<file path="config.mk">
export PLATFORM = sky130hd
export DESIGN_NAME = helicity_history
export DESIGN_NICKNAME = d
export VERILOG_FILES = /design/src/rtl/hh_pkg.sv /design/src/rtl/hh_edge_sampler.sv /design/src/rtl/hh_history.sv /design/src/rtl/hh_readout.sv /design/src/rtl/helicity_history.sv
export SDC_FILE = /design/constraint.sdc
export NUM_CORES = 1
export LEC_CHECK = 0
export BUFFER_PORTS_ARGS = -buffer_cell sky130_fd_sc_hd__buf_2
export CORE_MARGIN = 4
export CORE_UTILIZATION = 33
export DETAILED_ROUTE_END_ITERATION = 7
export GPL_ROUTABILITY_DRIVEN = 0
export PLACE_DENSITY = 0.47
export REMOVE_ABC_BUFFERS = 1
export SYNTH_ARGS = -nofsm -noshare
export SYNTH_HDL_FRONTEND = slang
export SYNTH_SLANG_ARGS = --single-unit
</file>
<file path="constraint.sdc">
create_clock -name clk -period 7.1 [get_ports clk]
set_input_delay 1.42 -clock clk [delete_from_list [all_inputs] [get_ports clk]]
set_output_delay 1.42 -clock clk [all_outputs]
set_load 0.05 [all_outputs]
</file>
<file path="src/rtl/hh_pkg.sv">
package hh_pkg;

  typedef struct packed {
    logic settle;
    logic psync;
    logic hel;
  } hh_entry_t;

  typedef enum logic [1:0] {
    RO_IDLE  = 2'd0,
    RO_SEND  = 2'd1,
    RO_FETCH = 2'd2
  } ro_state_e;

  // windows per pattern for a select code
  function automatic logic [3:0] pat_len(input logic [1:0] sel);
    case (sel)
      2'd0:    pat_len = 4'd2;
      2'd1:    pat_len = 4'd4;
      default: pat_len = 4'd8;
    endcase
  endfunction

endpackage

</file>
<file path="src/rtl/hh_edge_sampler.sv">
module hh_edge_sampler import hh_pkg::*; #(
  parameter int SYNC_STAGES = 2,
  parameter int SAMPLE_LAG  = 4
) (
  input  logic      clk,
  input  logic      rst,
  input  logic      hel_i,
  input  logic      settle_i,
  input  logic      psync_i,
  output logic      cap_o,
  output hh_entry_t entry_o
);
  localparam int LW = (SAMPLE_LAG > 1) ? $clog2(SAMPLE_LAG) : 1;

  logic [2:0] stage_q [SYNC_STAGES];

  // multi-flop synchronizer, one register row per stage
  for (genvar s = 0; s < SYNC_STAGES; s++) begin : g_sync
    if (s == 0) begin : g_first
      always_ff @(posedge clk) begin
        if (rst) stage_q[0] <= '0;
        else     stage_q[0] <= {settle_i, psync_i, hel_i};
      end
    end else begin : g_next
      always_ff @(posedge clk) begin
        if (rst) stage_q[s] <= '0;
        else     stage_q[s] <= stage_q[s-1];
      end
    end
  end

  hh_entry_t cur;
  assign cur = hh_entry_t'(stage_q[SYNC_STAGES-1]);

  logic          settle_prev_q;
  logic          armed_q;
  logic [LW-1:0] lag_q;
  logic          fall;

  assign fall = settle_prev_q & ~cur.settle;

  always_ff @(posedge clk) begin
    if (rst) begin
      settle_prev_q <= 1'b0;
      armed_q       <= 1'b0;
      lag_q         <= '0;
    end else begin
      settle_prev_q <= cur.settle;
      if (fall) begin
        armed_q <= 1'b1;
        lag_q   <= LW'(SAMPLE_LAG - 1);
      end else if (armed_q && lag_q == '0) begin
        armed_q <= 1'b0;
      end else if (armed_q) begin
        lag_q <= lag_q - 1'b1;
      end
    end
  end

  assign cap_o   = armed_q && (lag_q == '0) && !fall;
  assign entry_o = cur;

endmodule

</file>
<file path="src/rtl/hh_history.sv">
module hh_history import hh_pkg::*; #(
  parameter int AW    = 8,
  parameter int DLY_W = 6,
  parameter int PW    = 8
) (
  input  logic             clk,
  input  logic             rst,
  input  logic             cap_i,
  input  hh_entry_t        entry_i,
  input  logic [1:0]       pat_sel_i,
  input  logic [DLY_W-1:0] delay_i,
  input  logic [AW-1:0]    rd_addr_i,
  output hh_entry_t        rd_data_o,
  output logic [AW-1:0]    wp_o,
  output logic [AW:0]      cnt_o,
  output logic             dly_hel_o,
  output logic             dly_valid_o,
  output logic [PW-1:0]    pat_cnt_o
);
  localparam int DEPTH = 1 << AW;
  localparam int PRW   = DLY_W + 4;
  localparam int CW    = (PRW > AW + 1) ? PRW : AW + 1;

  logic [AW-1:0]  wp_q;
  logic [AW:0]    cnt_q;
  logic [PW-1:0]  pat_q;
  logic           dvalid_q;
  logic           tap_bit_q;
  hh_entry_t      rd_q;

  logic [PRW-1:0] span;
  logic [AW-1:0]  tap;
  logic           reach_ok;

  assign span     = PRW'(delay_i) * PRW'(pat_len(pat_sel_i));
  assign tap      = wp_q - AW'(1) - span[AW-1:0];
  assign reach_ok = (CW'(span) < CW'(DEPTH)) && (CW'(cnt_q) > CW'(span));

  // entry store and helicity-only copy for the delay tap
  hh_entry_t mem     [DEPTH];
  logic      hel_mem [DEPTH];

  always_ff @(posedge clk) begin
    if (cap_i) begin
      mem[wp_q]     <= entry_i;
      hel_mem[wp_q] <= entry_i.hel;
    end
    rd_q      <= mem[rd_addr_i];
    tap_bit_q <= hel_mem[tap];
  end

  always_ff @(posedge clk) begin
    if (rst) begin
      wp_q     <= '0;
      cnt_q    <= '0;
      pat_q    <= '0;
      dvalid_q <= 1'b0;
    end else begin
      dvalid_q <= reach_ok;
      if (cap_i) begin
        wp_q <= wp_q + 1'b1;
        if (cnt_q != (AW+1)'(DEPTH)) cnt_q <= cnt_q + 1'b1;
        if (entry_i.psync) pat_q <= pat_q + 1'b1;
      end
    end
  end

  assign rd_data_o   = rd_q;
  assign wp_o        = wp_q;
  assign cnt_o       = cnt_q;
  assign dly_valid_o = dvalid_q;
  assign dly_hel_o   = tap_bit_q & dvalid_q;
  assign pat_cnt_o   = pat_q;

endmodule

</file>
<file path="src/rtl/hh_readout.sv">
module hh_readout import hh_pkg::*; #(
  parameter int AW = 8
) (
  input  logic            clk,
  input  logic            rst,
  input  logic            trig_i,
  input  logic [AW-1:0]   wp_i,
  input  logic [AW:0]     cnt_i,
  input  hh_entry_t       rd_data_i,
  input  logic            ready_i,
  output logic [AW-1:0]   rd_addr_o,
  output logic            valid_o,
  output logic [2*AW+1:0] data_o,
  output logic            busy_o
);
  localparam int OW = 2 * AW + 2;

  ro_state_e         st_q;
  logic [AW:0]       left_q;
  logic [AW-1:0]     addr_q;
  logic              valid_q;
  logic [OW-1:0]     data_q;

  always_ff @(posedge clk) begin
    if (rst) begin
      st_q    <= RO_IDLE;
      left_q  <= '0;
      addr_q  <= '0;
      valid_q <= 1'b0;
      data_q  <= '0;
    end else begin
      case (st_q)
        RO_IDLE: begin
          if (trig_i) begin
            data_q  <= {1'b1, cnt_i, wp_i};
            valid_q <= 1'b1;
            left_q  <= cnt_i;
            addr_q  <= wp_i - cnt_i[AW-1:0];
            st_q    <= RO_SEND;
          end
        end
        RO_SEND: begin
          if (ready_i) begin
            valid_q <= 1'b0;
            st_q    <= (left_q == '0) ? RO_IDLE : RO_FETCH;
          end
        end
        RO_FETCH: begin
          // registered memory word for addr_q is ready here
          data_q  <= {1'b0, {(OW-4){1'b0}}, rd_data_i};
          valid_q <= 1'b1;
          addr_q  <= addr_q + 1'b1;
          left_q  <= left_q - 1'b1;
          st_q    <= RO_SEND;
        end
        default: st_q <= RO_IDLE;
      endcase
    end
  end

  assign rd_addr_o = addr_q;
  assign valid_o   = valid_q;
  assign data_o    = data_q;
  assign busy_o    = (st_q != RO_IDLE);

endmodule

</file>
<file path="src/rtl/helicity_history.sv">
module helicity_history import hh_pkg::*; #(
  parameter int AW          = 8,
  parameter int DLY_W       = 6,
  parameter int PW          = 8,
  parameter int SYNC_STAGES = 2,
  parameter int SAMPLE_LAG  = 4
) (
  input  logic             clk,
  input  logic             rst,
  input  logic             hel_in,
  input  logic             settle_in,
  input  logic             psync_in,
  input  logic [1:0]       pat_sel,
  input  logic [DLY_W-1:0] delay_pat,
  input  logic             trig,
  input  logic             out_ready,
  output logic             out_valid,
  output logic [2*AW+1:0]  out_data,
  output logic             dly_hel,
  output logic             dly_valid,
  output logic [PW-1:0]    pat_count
);
  logic          cap;
  hh_entry_t     smp_entry;
  hh_entry_t     rd_entry;
  logic [AW-1:0] rd_addr;
  logic [AW-1:0] wp;
  logic [AW:0]   cnt;
  logic          busy;

  hh_edge_sampler #(
    .SYNC_STAGES(SYNC_STAGES),
    .SAMPLE_LAG (SAMPLE_LAG)
  ) u_sampler (
    .clk     (clk),
    .rst     (rst),
    .hel_i   (hel_in),
    .settle_i(settle_in),
    .psync_i (psync_in),
    .cap_o   (cap),
    .entry_o (smp_entry)
  );

  hh_history #(
    .AW   (AW),
    .DLY_W(DLY_W),
    .PW   (PW)
  ) u_history (
    .clk        (clk),
    .rst        (rst),
    .cap_i      (cap),
    .entry_i    (smp_entry),
    .pat_sel_i  (pat_sel),
    .delay_i    (delay_pat),
    .rd_addr_i  (rd_addr),
    .rd_data_o  (rd_entry),
    .wp_o       (wp),
    .cnt_o      (cnt),
    .dly_hel_o  (dly_hel),
    .dly_valid_o(dly_valid),
    .pat_cnt_o  (pat_count)
  );

  hh_readout #(
    .AW(AW)
  ) u_readout (
    .clk      (clk),
    .rst      (rst),
    .trig_i   (trig),
    .wp_i     (wp),
    .cnt_i    (cnt),
    .rd_data_i(rd_entry),
    .ready_i  (out_ready),
    .rd_addr_o(rd_addr),
    .valid_o  (out_valid),
    .data_o   (out_data),
    .busy_o   (busy)
  );

endmodule

</file>
==> qor.yml <==
outcome: "complete, no violations"
final_hold_viol_count: 0
slew_viol_final: 0
cts_buffers: 93
finClkSkew_ps: 31.2
coreArea_sq_um: 111000
ys_async_sr_fraction_pct: 0
clk_latency_ps: 650
ir_drop_v: 0.000146
avgSynthCellArea_sq_um: 17.2
hold_path_class: "reg2reg"
max_freq_mhz: 177
layout_common_cells: "768 x edfxtp_1, 335 x nor2_1, 309 x mux4_2"
crit_cells: 17
p_total_w: 0.0111
syn_area_sq_um: 37200
area_growth_pct: 13.2
wl_per_cell_microns: 27.1
path_delay_family: "adder cells"
nets: 2277
ant_nets: 0
synthFlopType: "edfxtp_1"
cts_tree: "built"
place_hpwl_microns: 63100
setup.worst_path.class: "in2reg"
portBuffers: 43
yosysUniqueCellTypes: 61
grt_pass1_wl_microns: 150000
die_area_sq_um: 118000
pin_count: 44
setup_viol: 0
grt_usage_pct: 17.3
yosysTopAreaCell: "edfxtp_1"
grt_overflow: 0
tightest_slew_ps: 1190
yosys-top-cells-area: "edfxtp_1 62%, mux4_2 19%, dfxtp_1 4.2%"
cp_max_fo: 10
fin_crit_ps: 5660
via_per_inst: 5.42
required_ps: 7590
start_util_pct: 33.4
h-tree-depth: 3
endpoint_kind: "flop"
fin_crit_sh_pct: 79.8
syn_inst: 2167
power.density_nw_per_um2: 264
cts_root_buf: "clkbuf_16"
worstPathArrival_ps: 6150
cp-start-kind: "input pin"
rows: 122
seq_area_sq_um: 24700
critical_path.cell_chain: "buf_2, nor2b_1, nand2_1, fa_1, inv_1, ha_1, ha_1, fa_1, inv_1, ha_1, o21ai_0, a21oi_1, a211oi_4, mux2_2, or3_1, a41oi_1, a41oi_1"
min_path_cells: 1
cp_slowest_stage_delay_ps: 710
vias: 20400
ff2ff_path_depth: 9
clkTransAtPathRegs_ps: 60
post-place-ws_ps: 762
grt_setup_unrepaired: "no"
postRouteWirelength_microns: 102000
cts_sinks: 846
mostFrequentLayoutCell: "edfxtp_1"
synth_top_area_share_pct: 62.1
worst_path_max_delay_cell: "a211oi_4"
p_leak_nw: 13.0
yosysWarnings: 0
grt_pass1_vias: 21200
setup_slack_ps: 1440
clockBufferDepth: 3
antenna_found_initial: 0
yosysSeqAreaShare_pct: 66.3
die_h_microns: 344
drc: 0
cts_setup_buffers: 0
place_inst: 3604
critPathBufInv: 3
synth_edf_count: 768
first_pass_iters: 5
fin_cells: 3770
totalNegativeSetupSlack_ps: 0
fillerInstances: 10200
slew_headroom_pct: 20.6
maxCapViolations: 0
drt_iter0_drc: 1727
ctsResizeCount: 0
die_w_microns: 344
hold_buffers: 0
ys_ff_latch: 846
drive_above_1_share_pct: 24.8
grt_max_degree: 212
multi_input_area_sq_um: 11800
crit_top_cell: "ha_1"
==> layout make-up <==
class                   count  area share, %
inverters                  38          0.339
flip-flops and latches    846           58.6
repair buffers             94           1.48
clock inverters            50           1.24
well taps                1488           4.42
clock buffers             115           5.97
diodes                      1        0.00595
multi-input cells        1138           28.0
==> synthesized netlist by cell type, types with 17 or more instances <==
| master | number |
|---|---|
| o21ai_0 | 34 |
| dfxtp_1 | 78 |
| xnor2_1 | 20 |
| a21oi_1 | 56 |
| nand3_1 | 39 |
| nand2_1 | 65 |
| edfxtp_1 | 768 |
| inv_1 | 37 |
| xor2_1 | 17 |
| nor2_1 | 336 |
| buf_4 | 17 |
| nor2b_1 | 26 |
| mux4_2 | 309 |
| ha_1 | 44 |
| clkbuf_1 | 87 |
| buf_2 | 30 |
| mux2i_1 | 29 |
==> logic make-up (layout without fill, tap and decap cells) <==
group | count (synthesis) | count (layout) | share of synthesized area [%]
other cells | 0 | 1 | 0
compound gates | 163 | 163 | 2.80
flops | 846 | 846 | 66.3
fa+ha+maj | 51 | 51 | 1.86
buf+inv | 183 | 297 | 2.16
xor+xnor | 37 | 37 | 0.872
mux | 346 | 346 | 19.7
simple gates | 541 | 541 | 6.31
==> sequential cells by signal (all words and copies together) (netlist names) <==
| register | count |
|---|---|
| u_history.mem | 768 |
| u_readout.data_o | 18 |
| u_history.cnt_o | 9 |
| u_readout.left_q | 9 |
| u_history.pat_cnt_o | 8 |
| u_history.wp_o | 8 |
| u_readout.rd_addr_o | 8 |
| u_sampler.stage_q | 6 |
| u_history.rd_data_o | 3 |
| u_readout.st_q | 2 |
| u_sampler.lag_q | 2 |
| u_history.dly_valid_o | 1 |
| u_history.tap_bit_q | 1 |
| u_readout.valid_o | 1 |
| u_sampler.armed_q | 1 |
| u_sampler.settle_prev_q | 1 |
==> path summary, 6_finish.rpt <==
path | endpoint | start | slack [ps]
worst max register to register | u_history.tap_bit_q$_DFF_P_ | u_history.wp_o[0]$_SDFFE_PP0P_ | 2160
worst max-delay path | u_history.tap_bit_q$_DFF_P_ | pat_sel[1] | 1440
worst min-delay path | u_sampler.stage_q[1][0]$_SDFF_PP0_ | u_sampler.stage_q[0][0]$_SDFF_PP0_ | 440
worst min register to register | u_sampler.stage_q[1][0]$_SDFF_PP0_ | u_sampler.stage_q[0][0]$_SDFF_PP0_ | 440
==> per-stage QoR <==
| stage | hold WS [ps] | utilization (%) | area (sq um) |
|---|---|---|---|
| 2_1_floorplan | 414 | - | 36500 |
| 3_3_place_gp | 430 | 35.1 | 39000 |
| 3_5_place_dp | 426 | 35.1 | 39000 |
| 4_1_cts | 444 | 37.8 | 42100 |
| 5_1_grt | 456 | 37.8 | 42100 |
| 6_report | 441 | 37.8 | 42100 |
==> routing by layer <==
metal  track usage (%)  up-vias  routed length, microns
met3              3.17      145                    6770
met4              5.02        0                    2620
li1                  -     8699                       -
met1              24.0    10900                   43800
met5                 0        -                       0
met2              28.2      734                   48900
==> where the power goes <==
group / internal, W / switching, W
Clock: 0.00290 / 0.00196
Combinational: 0.000320 / 0.000429
Sequential: 0.00543 / 0.0000691
Note: power is estimated with default switching activity, not from simulation.
